File: config.mk
export PLATFORM = sky130hd
export DESIGN_NAME = xbus_ctrl
export DESIGN_NICKNAME = d
export VERILOG_FILES = /design/src/rtl/xbus_pkg.sv /design/src/rtl/xbus_cfg_sel.sv /design/src/rtl/xbus_phase_ctr.sv /design/src/rtl/xbus_lane.sv /design/src/rtl/xbus_ctrl.sv
export SDC_FILE = /design/constraint.sdc
export NUM_CORES = 1
export LEC_CHECK = 0
export ABC_CLOCK_PERIOD_IN_PS = 2520
export BUFFER_PORTS_ARGS = -buffer_cell sky130_fd_sc_hd__buf_2
export CORE_ASPECT_RATIO = 2
export CORE_MARGIN = 2
export CORE_UTILIZATION = 44
export CTS_CLUSTER_SIZE = 10
export DETAILED_ROUTE_END_ITERATION = 6
export PLACE_DENSITY = 0.79
export SETUP_SLACK_MARGIN = 0.2
export SLEW_MARGIN = 20
export SYNTH_ARGS = -nofsm -noshare
export SYNTH_HDL_FRONTEND = slang
export SYNTH_HIERARCHICAL = 1
export SYNTH_SLANG_ARGS = --single-unit
File: constraint.sdc
create_clock -name clk -period 2.52 [get_ports clk]
set_input_delay 0.252 -clock clk [delete_from_list [all_inputs] [get_ports clk]]
set_output_delay 0.252 -clock clk [all_outputs]
set_load 0.01 [all_outputs]
File: src/rtl/xbus_pkg.sv
package xbus_pkg;
    localparam int XB_NBANK = 4;
    localparam int XB_PHW   = 4;

    typedef enum logic [2:0] {
        ST_IDLE,
        ST_SETUP,
        ST_STROBE,
        ST_HOLD,
        ST_DONE
    } xb_state_e;

    typedef struct packed {
        logic              narrow;
        logic              wait_en;
        logic [XB_PHW-1:0] setup;
        logic [XB_PHW-1:0] strobe;
        logic [XB_PHW-1:0] hold;
    } xb_bank_cfg_t;
endpackage

File: src/rtl/xbus_cfg_sel.sv
module xbus_cfg_sel
    import xbus_pkg::*;
#(
    parameter int NB = XB_NBANK,
    parameter int BW = $clog2(NB)
) (
    input  logic [NB-1:0]        narrow_i,
    input  logic [NB-1:0]        wait_en_i,
    input  logic [NB*XB_PHW-1:0] setup_i,
    input  logic [NB*XB_PHW-1:0] strobe_i,
    input  logic [NB*XB_PHW-1:0] hold_i,
    input  logic [BW-1:0]        sel_i,
    output xb_bank_cfg_t         cfg_o
);
    xb_bank_cfg_t tbl [NB];

    for (genvar g = 0; g < NB; g++) begin : g_bank
        assign tbl[g].narrow  = narrow_i[g];
        assign tbl[g].wait_en = wait_en_i[g];
        assign tbl[g].setup   = setup_i[g*XB_PHW +: XB_PHW];
        assign tbl[g].strobe  = strobe_i[g*XB_PHW +: XB_PHW];
        assign tbl[g].hold    = hold_i[g*XB_PHW +: XB_PHW];
    end

    assign cfg_o = tbl[sel_i];
endmodule

File: src/rtl/xbus_phase_ctr.sv
module xbus_phase_ctr #(
    parameter int W = 4
) (
    input  logic         clk,
    input  logic         rst_n,
    input  logic         start_i,
    input  logic         adv_i,
    output logic [W-1:0] cnt_o
);
    logic [W-1:0] cnt_q;

    always_ff @(posedge clk or negedge rst_n) begin
        if (!rst_n) begin
            cnt_q <= '0;
        end else if (start_i) begin
            cnt_q <= W'(1);
        end else if (adv_i) begin
            cnt_q <= cnt_q + W'(1);
        end
    end

    assign cnt_o = cnt_q;
endmodule

File: src/rtl/xbus_lane.sv
module xbus_lane #(
    parameter int DW = 16
) (
    input  logic          narrow_i,
    input  logic          lane_i,
    input  logic [DW-1:0] wdata_i,
    input  logic [DW-1:0] dq_in_i,
    input  logic [DW-1:0] rd_prev_i,
    output logic [DW-1:0] dq_out_o,
    output logic [DW-1:0] rd_merge_o
);
    localparam int BYTE = 8;

    always_comb begin
        if (narrow_i) begin
            dq_out_o = {{(DW-BYTE){1'b0}},
                        (lane_i ? wdata_i[DW-1 -: BYTE] : wdata_i[BYTE-1:0])};
            if (lane_i) begin
                rd_merge_o = {dq_in_i[BYTE-1:0], rd_prev_i[BYTE-1:0]};
            end else begin
                rd_merge_o = {rd_prev_i[DW-1:BYTE], dq_in_i[BYTE-1:0]};
            end
        end else begin
            dq_out_o   = wdata_i;
            rd_merge_o = dq_in_i;
        end
    end
endmodule

File: src/rtl/xbus_ctrl.sv
module xbus_ctrl
    import xbus_pkg::*;
#(
    parameter int NB  = XB_NBANK,
    parameter int BW  = $clog2(NB),
    parameter int AW  = 30,
    parameter int EAW = 19,
    parameter int DW  = 16
) (
    input  logic                 clk,
    input  logic                 rst_n,
    input  logic                 req_i,
    input  logic [AW-1:0]        addr_i,
    input  logic [BW-1:0]        bank_i,
    input  logic                 wr_i,
    input  logic [DW-1:0]        wdata_i,
    input  logic [1:0]           be_i,
    output logic                 ack_o,
    output logic [DW-1:0]        rdata_o,
    input  logic [NB-1:0]        cfg_narrow_i,
    input  logic [NB-1:0]        cfg_wait_en_i,
    input  logic [NB*XB_PHW-1:0] cfg_setup_i,
    input  logic [NB*XB_PHW-1:0] cfg_strobe_i,
    input  logic [NB*XB_PHW-1:0] cfg_hold_i,
    output logic [EAW-1:0]       ext_addr_o,
    output logic [DW-1:0]        dq_out_o,
    output logic [1:0]           dq_oe_o,
    input  logic [DW-1:0]        dq_in_i,
    output logic [NB-1:0]        ce_n_o,
    output logic [NB-1:0]        oe_n_o,
    output logic [1:0]           bs_n_o,
    input  logic                 wait_i
);
    localparam logic [NB-1:0] ONE_BANK = {{(NB-1){1'b0}}, 1'b1};

    xb_state_e      state_q, state_d;
    xb_bank_cfg_t   cfg_sel, cfg_q;
    logic [BW-1:0]  bank_q;
    logic           wr_q;
    logic [1:0]     be_q;
    logic [DW-1:0]  wdata_q;
    logic [EAW-1:0] addr_q;
    logic           lane_q;
    logic           more_q;
    logic [DW-1:0]  rdata_q;

    logic [XB_PHW-1:0] cnt;
    logic [XB_PHW:0]   mid_w;
    logic              ctr_start, ctr_adv;
    logic              accept, stall, strobe_end, beat_next;
    logic [DW-1:0]     lane_out, rd_merge;
    logic              cur_narrow;
    logic              busy;
    logic              unused_addr_bits;

    assign unused_addr_bits = ^{addr_i[AW-1:EAW+1], addr_i[0]};
    assign cur_narrow       = cfg_q.narrow;
    assign mid_w            = ({1'b0, cfg_q.strobe} + 1'b1) >> 1;

    xbus_cfg_sel #(.NB(NB), .BW(BW)) u_cfg (
        .narrow_i (cfg_narrow_i),
        .wait_en_i(cfg_wait_en_i),
        .setup_i  (cfg_setup_i),
        .strobe_i (cfg_strobe_i),
        .hold_i   (cfg_hold_i),
        .sel_i    (bank_i),
        .cfg_o    (cfg_sel)
    );

    xbus_phase_ctr #(.W(XB_PHW)) u_ctr (
        .clk    (clk),
        .rst_n  (rst_n),
        .start_i(ctr_start),
        .adv_i  (ctr_adv),
        .cnt_o  (cnt)
    );

    xbus_lane #(.DW(DW)) u_lane (
        .narrow_i  (cur_narrow),
        .lane_i    (lane_q),
        .wdata_i   (wdata_q),
        .dq_in_i   (dq_in_i),
        .rd_prev_i (rdata_q),
        .dq_out_o  (lane_out),
        .rd_merge_o(rd_merge)
    );

    // Next state and phase counter control
    always_comb begin
        state_d    = state_q;
        ctr_start  = 1'b0;
        ctr_adv    = 1'b0;
        accept     = 1'b0;
        stall      = 1'b0;
        strobe_end = 1'b0;
        beat_next  = 1'b0;
        unique case (state_q)
            ST_IDLE: begin
                if (req_i) begin
                    accept    = 1'b1;
                    ctr_start = 1'b1;
                    state_d   = ST_SETUP;
                end
            end
            ST_SETUP: begin
                if (cnt == cfg_q.setup) begin
                    ctr_start = 1'b1;
                    state_d   = ST_STROBE;
                end else begin
                    ctr_adv = 1'b1;
                end
            end
            ST_STROBE: begin
                stall = cfg_q.wait_en && wait_i && (cnt == mid_w[XB_PHW-1:0]);
                if (!stall) begin
                    if (cnt == cfg_q.strobe) begin
                        ctr_start  = 1'b1;
                        strobe_end = 1'b1;
                        state_d    = ST_HOLD;
                    end else begin
                        ctr_adv = 1'b1;
                    end
                end
            end
            ST_HOLD: begin
                if (cnt == cfg_q.hold) begin
                    ctr_start = 1'b1;
                    beat_next = more_q;
                    state_d   = more_q ? ST_SETUP : ST_DONE;
                end else begin
                    ctr_adv = 1'b1;
                end
            end
            ST_DONE: begin
                state_d = ST_IDLE;
            end
            default: begin
                state_d = ST_IDLE;
            end
        endcase
    end

    // State register and transaction datapath
    always_ff @(posedge clk or negedge rst_n) begin
        if (!rst_n) begin
            state_q <= ST_IDLE;
            cfg_q   <= '0;
            bank_q  <= '0;
            wr_q    <= 1'b0;
            be_q    <= '0;
            wdata_q <= '0;
            addr_q  <= '0;
            lane_q  <= 1'b0;
            more_q  <= 1'b0;
            rdata_q <= '0;
        end else begin
            state_q <= state_d;
            if (accept) begin
                cfg_q   <= cfg_sel;
                bank_q  <= bank_i;
                wr_q    <= wr_i;
                be_q    <= be_i;
                wdata_q <= wdata_i;
                addr_q  <= addr_i[EAW:1];
                lane_q  <= cfg_sel.narrow && (be_i == 2'b10);
                more_q  <= cfg_sel.narrow && (be_i == 2'b11);
                rdata_q <= '0;
            end
            if (strobe_end && !wr_q) begin
                rdata_q <= rd_merge;
            end
            if (beat_next) begin
                lane_q <= 1'b1;
                more_q <= 1'b0;
            end
        end
    end

    // Outputs
    always_comb begin
        logic strobing;
        busy     = (state_q == ST_SETUP) || (state_q == ST_STROBE) || (state_q == ST_HOLD);
        strobing = (state_q == ST_STROBE);
        ce_n_o   = busy ? ~(ONE_BANK << bank_q) : '1;
        oe_n_o   = (strobing && !wr_q) ? ~(ONE_BANK << bank_q) : '1;
        if (cur_narrow) begin
            bs_n_o[0] = !(strobing && be_q[lane_q]);
            bs_n_o[1] = lane_q;
            dq_oe_o   = (busy && wr_q) ? 2'b01 : 2'b00;
        end else begin
            bs_n_o[0] = !(strobing && be_q[0]);
            bs_n_o[1] = !(strobing && be_q[1]);
            dq_oe_o   = (busy && wr_q) ? 2'b11 : 2'b00;
        end
        dq_out_o   = lane_out;
        ext_addr_o = addr_q;
        ack_o      = (state_q == ST_DONE);
        rdata_o    = rdata_q;
    end
endmodule

### Yosys cells after proc, flatten, opt, wreduce, memory -nomap -nowiden

Cells that the tools add are included.

| storage, ports and cells | value |
|---|---|
| bits in registers | 79 |
| output and inout port bits | 64 |

| cells by class | value |
|---|---|
| add/sub/neg operators | 2 |
| $lt $le $gt $ge | 2 |
| eq/ne operators | 17 |
| shift operators | 1 |
| mux-type cells | 45 |
| bitwise operators | 2 |
| reductions and logical operators | 23 |

Operator list:

| operator | count |
|---|---|
| $mux W16 | 5 |
| $bmux W14 S2 | 1 |
| $mux W14 | 2 |
| $mux W1 | 20 |
| $mux W3 | 6 |
| $eq A4 B4 Y1 | 4 |
| $mux W4 | 4 |
| $pmux W3 S4 | 1 |
| $logic_and A1 B1 Y1 | 10 |
| $ne A2 B2 Y1 const B | 5 |
| $mux W8 | 1 |
| $eq A3 B2 Y1 const B | 2 |
| $mux W2 | 3 |
| $ne A3 B3 Y1 const B | 2 |
| $reduce_bool A2 Y1 | 3 |
| $add A4 B1 Y5 const B | 1 |
| $reduce_and A5 Y1 | 1 |
| $add A4 B1 Y4 const B | 1 |
| $eq A2 B2 Y1 const B | 2 |
| $logic_not A1 Y1 | 4 |
| $not A4 Y4 | 1 |
| $pmux W1 S4 | 1 |
| $reduce_and A2 Y1 | 2 |
| $shl A1 B2 Y4 const A | 1 |
| 8 further kinds | 9 |

### Logic depth before layout (Yosys ltp)

| depth | value |
|---|---|
| depth in word-level cells | 8 |
| mapped depth | 8 |
| gate-level depth less buffers | 8 |

### Cells and area by module

Netlist, hierarchy kept.

Modules (own cells, without submodules):

| module | times used | cells an instance | area an instance (µm²) | seq. area each (µm²) |
|---|---|---|---|---|
| xbus_ctrl | 1 | 259 | 3448.3 | 1876.8 |
| xbus_lane | 1 | 54 | 490.5 | 0.0 |
| xbus_cfg_sel | 1 | 17 | 366.6 | 0.0 |
| xbus_phase_ctr | 1 | 16 | 195.2 | 100.1 |

### Worst setup path before layout

No wires, ideal clock.

| timing | value |
|---|---|
| path kind | reg2reg |
| start point | register cfg_q[4] (netlist bit) |
| end point | register u_ctr.cnt_q[3], in the netlist u_ctr/cnt_o[3] |
| library setup time | 0.125 ns |
| data arrival time | 2.419 ns |
| path slack | -0.024 ns |
| cell stages (with the launch flop) | 9 |
| buffers on the path | 0 |
| period minus slack after synthesis | 2.544 ns |
| cell sequence | dfrtp_1 -> ha_1 -> nor2b_1 -> and3_1 -> o311ai_2 -> nor2_1 -> o31ai_1 -> nand4_1 -> mux2_4 |

| on the way | value |
|---|---|
| cells in the longest elaborated chain, start to end | 6 |
| elaborated cells between the ends (all ways) | 12 |
| classes of those cells | add/sub: 1; eq/ne: 2; mux: 7; reduce/logical: 2 |

Ends and longest elaborated chain:

| what | line | text |
|---|---|---|
| start, declared | xbus_ctrl.sv:37 | `xb_bank_cfg_t cfg_sel, cfg_q;` |
| start signal, assigned | xbus_ctrl.sv:159 | `cfg_q <= cfg_sel;` |
| $add A4 B1 Y5 | xbus_ctrl.sv:58 | `assign mid_w = ({1'b0, cfg_q.strobe} + 1'b1) >> 1;` |
| $eq A4 B4 Y1 | xbus_ctrl.sv:114 | `stall = cfg_q.wait_en && wait_i && (cnt == mid_w[XB_PHW-1:0]);` |
| $logic_and A1 B1 Y1 | xbus_ctrl.sv:114 |  |
| $mux W1 * | xbus_ctrl.sv:115 | `if (!stall) begin` |
| $pmux W1 S3 * | xbus_ctrl.sv:97 | `unique case (state_q)` |
| net ctr_adv | xbus_ctrl.sv:49 | `logic ctr_start, ctr_adv;` |
| $reduce_bool A2 Y1 (no line) * | -- |  |
| end signal, assigned | xbus_phase_ctr.sv:18 | `cnt_q <= cnt_q + W'(1);` |
| end, declared | xbus_phase_ctr.sv:10 | `logic [W-1:0] cnt_q;` |

The timed path passes the listed nets; every way through them passes the cells marked *.
A chain may end at the register's enable or synchronous reset.

### Worst setup path in the final report

| timing | value |
|---|---|
| start point | register cfg_q[5] (netlist bit) |
| end point | register u_ctr.cnt_q[3], in the netlist u_ctr/cnt_o[3] |

The elaborated chain is that of the path after synthesis.

==> impl_metrics.py <==
metrics = {
    "sta": {
        "rsz0062_at_grt": "false",
        "slew_viol_final": 0,
        "setup_viol": 0,
        "slew_headroom": 0.678,
        "fmax_mhz": 452,
        "finalSetupTns_ps": 0,
        "fin_worst_skew_ps": 5.60,
        "finalCritPeriodShare": 0.878,
        "final-hold-violation-count": 0,
        "post-route-min-period_ps": 2210,
        "tightest_slew_ps": 482,
    },
    "layout": {
        "syn_to_final_growth_pct": 32.0,
        "n_antenna_cell": 0,
        "final_nets": 661,
        "n_fill_cell": 868,
        "final_cell_mix": "buf_2, dfrtp_1, mux2_2, nor2b_1, mux2_4",
        "layout.cells.most_common": "buf_2",
        "drive_above_1_share": 0.596,
        "final_area_um2": 5940,
    },
    "synth": {
        "avgSynthCellArea_um2": 13.0,
        "synth_nets": 475,
        "netlist_top_cells_area": "dfrtp_1, mux2_2, mux2_4",
        "synth-seq-cells": 79,
        "ys_seq_area_frac": 0.439,
        "yosysWarningCount": 6,
        "synth_area_um2": 4500,
        "synth.distinct_cells": 42,
        "netlist.area_leader.share": 0.439,
        "syn-instance-count": 346,
        "synth_top_cell_by_area": "dfrtp_1",
    },
    "clocking": {
        "clock_path_buffers": 2,
        "clk_pin_slew_ps": 60,
        "clock_latency_ps": 330,
        "htreeDepth": 3,
        "numCtsBuffers": 9,
        "cts_tree": "built",
        "cts_sinks": 79,
        "cts_root_buf": "clkbuf_16",
    },
    "power_and_ir_drop": {
        "p_leak_nw": 2.87,
        "p_per_area_nw_per_um2": 1160,
        "peakVddDrop_mv": 0.520,
    },
    "die": {
        "ioPinCount": 191,
        "rows": 52,
        "initial_utilization": 0.449,
        "die_h_um": 147,
        "coreArea_um2": 10000,
        "die_w_um": 75.5,
        "die_area_um2": 11100,
    },
    "worst_hold_path": {
        "min_path_type": "in2reg",
        "hp-start": "addr_i[7]",
    },
    "job": {
        "cap_violations": 0,
    },
    "critical_path": {
        "critical_path.cell_chain": "ha_2 > nor2b_1 > and3_1 > o311ai_4 > nor2_4 > o31ai_4 > nand4_1 > mux2_4",
        "r2r_slack_ps": 310,
        "reg2reg_to": "u_ctr/cnt_o[3]",
        "path_max_fanout": 4,
        "rr_worst_depth": 8,
        "critPathSlowestCell": "dfrtp_1",
        "worstPathRequired_ps": 2730,
        "worstReg2RegStart": "cfg_q[5]",
        "crit_type": "reg2reg",
        "arrival_ps": 2430,
        "crit_path_end": "u_ctr/cnt_o[3]",
        "critPathLaunch": "cfg_q[5]",
        "startpoint_type": "flop",
        "cpPeakStageDelay_ps": 420,
        "critPathCaptureType": "flop",
    },
    "status": {
        "status": "finished clean",
    },
    "placement": {
        "place_area_um2": 5550,
        "place.gp.congestion": 0.866,
        "numPortBuffers": 179,
        "dp_hpwl_um": 8240,
    },
    "routing": {
        "antenna_left": 0,
        "detail_route.wl_per_cell_um": 16.0,
        "firstDrtPassIters": 4,
        "first_iter_violations": 77,
        "viasPerCell": 5.12,
        "vias": 3441,
        "drc": 0,
        "drt-total-wl_um": 10700,
    },
    "global_routing": {
        "grt_remaining_overflow": 0,
        "grt_pass1_vias": 3566,
        "antenna_found_initial": 0,
        "grt_max_degree": 80,
        "grt_usage": 0.195,
        "grt_pass1_wl_um": 16500,
    },
}
## routing by layer
metal,share of wire,global-route usage,wire [µm]
met3,0.047,0.0336,502
met5,0,0,0
met2,0.57,0.356,6120
met1,0.34,0.201,3690
met4,0.038,0.102,409
## logic make-up (layout without fill, tap and decap cells)
family	Yosys count	after routing	share of synthesized area
AND/OR/NAND/NOR	90	90	0.112
multiplexers	112	112	0.334
AO/OA/AOI/OAI	27	27	0.0425
buffers and inverters	20	211	0.0359
flip-flops	79	79	0.439
adder cells (fa/ha/maj)	2	2	0.00556
XOR/XNOR	16	16	0.0311
## state kept, by name, summed over array words and instances (netlist names)
register / cells
lane_q: 1
be_q: 2
more_q: 1
ext_addr_o: 19
rdata_o: 16
bank_q: 2
cur_narrow: 1
wdata_q: 16
wr_q: 1
u_ctr/cnt_o: 4
cfg_q: 13
state_q: 3
## stage by stage
step	setup WS, ps	total power, mW	hold WS (ps)	instances	utilization
5_1_grt	205	7.35	138	672	0.593
2_1_floorplan	201	4.49	-43.6	346	-
3_5_place_dp	122	5.51	477	653	0.553
3_3_place_gp	214	5.34	464	653	0.553
4_1_cts	207	6.95	124	669	0.587
6_report	308	6.91	143	672	0.593
## synthesized netlist by cell type (all sizes together)
cell type and count:
a41oi 3, mux2i 9, nor3 2, o21ai 5
nor3b 2, mux2 89, xnor2 11, nand2 20
o311ai 1, o211ai 2, inv 1, o31ai 1
buf 18, nand2b 2, a211oi 1, nand4 3
nor4b 1, nand3b 1, nand3 3, mux4 14
ha 2, and3 1, dfrtp 79, a21oi 11
nor4 1, clkbuf 1, and2 2, xor2 5
a21bo 1, nor2 19, a21o 1, nor2b 32
o21bai 1, or3 1
## critical path, delay by kind of cell, from the launching register on
| kind | cells | cell delay [ps] |
|---|---|---|
| flip-flops | 1 | 420 |
| multiplexers | 1 | 330 |
| adder cells (fa/ha/maj) | 1 | 200 |
| AO/OA/AOI/OAI | 2 | 570 |
| AND/OR/NAND/NOR | 4 | 570 |
## worst min path at each step
stage	endpoint	depth (start not counted)
after global routing	ext_addr_o[4]	2
after floorplan	bank_q[0]	0
final	ext_addr_o[6]	2
after detailed placement	rdata_o[4]	1
after global placement	rdata_o[4]	1
after CTS	rdata_o[4]	1
## cell type report
class | instances | area (µm²) | share of cell area
Inverter | 1 | 3.75 | 0.000632
Sequential cell | 79 | 1980 | 0.333
Timing Repair Buffer | 194 | 1060 | 0.178
Tap cell | 135 | 169 | 0.0284
Clock inverter | 6 | 92.6 | 0.0156
Multi-Input combinational cell | 247 | 2410 | 0.406
Clock buffer | 10 | 229 | 0.0386
## power breakdown
part | internal (mW) | switching [mW] | leakage, nW
logic | 1.73 | 1.55 | 1.75
registers | 1.80 | 0.445 | 0.973
clock network | 0.873 | 0.513 | 0.149
## what timing repair did
action | in CTS | in global routing
hold endpoints to repair | 0 | 20
setup endpoints to repair | 4 | 3
setup buffers | 0 | 1
cloned | 0 | 0
hold buffers | 0 | 1
pin swaps | 0 | 2
resized for setup | 3 | 3
(Power assumes the default switching activity.)
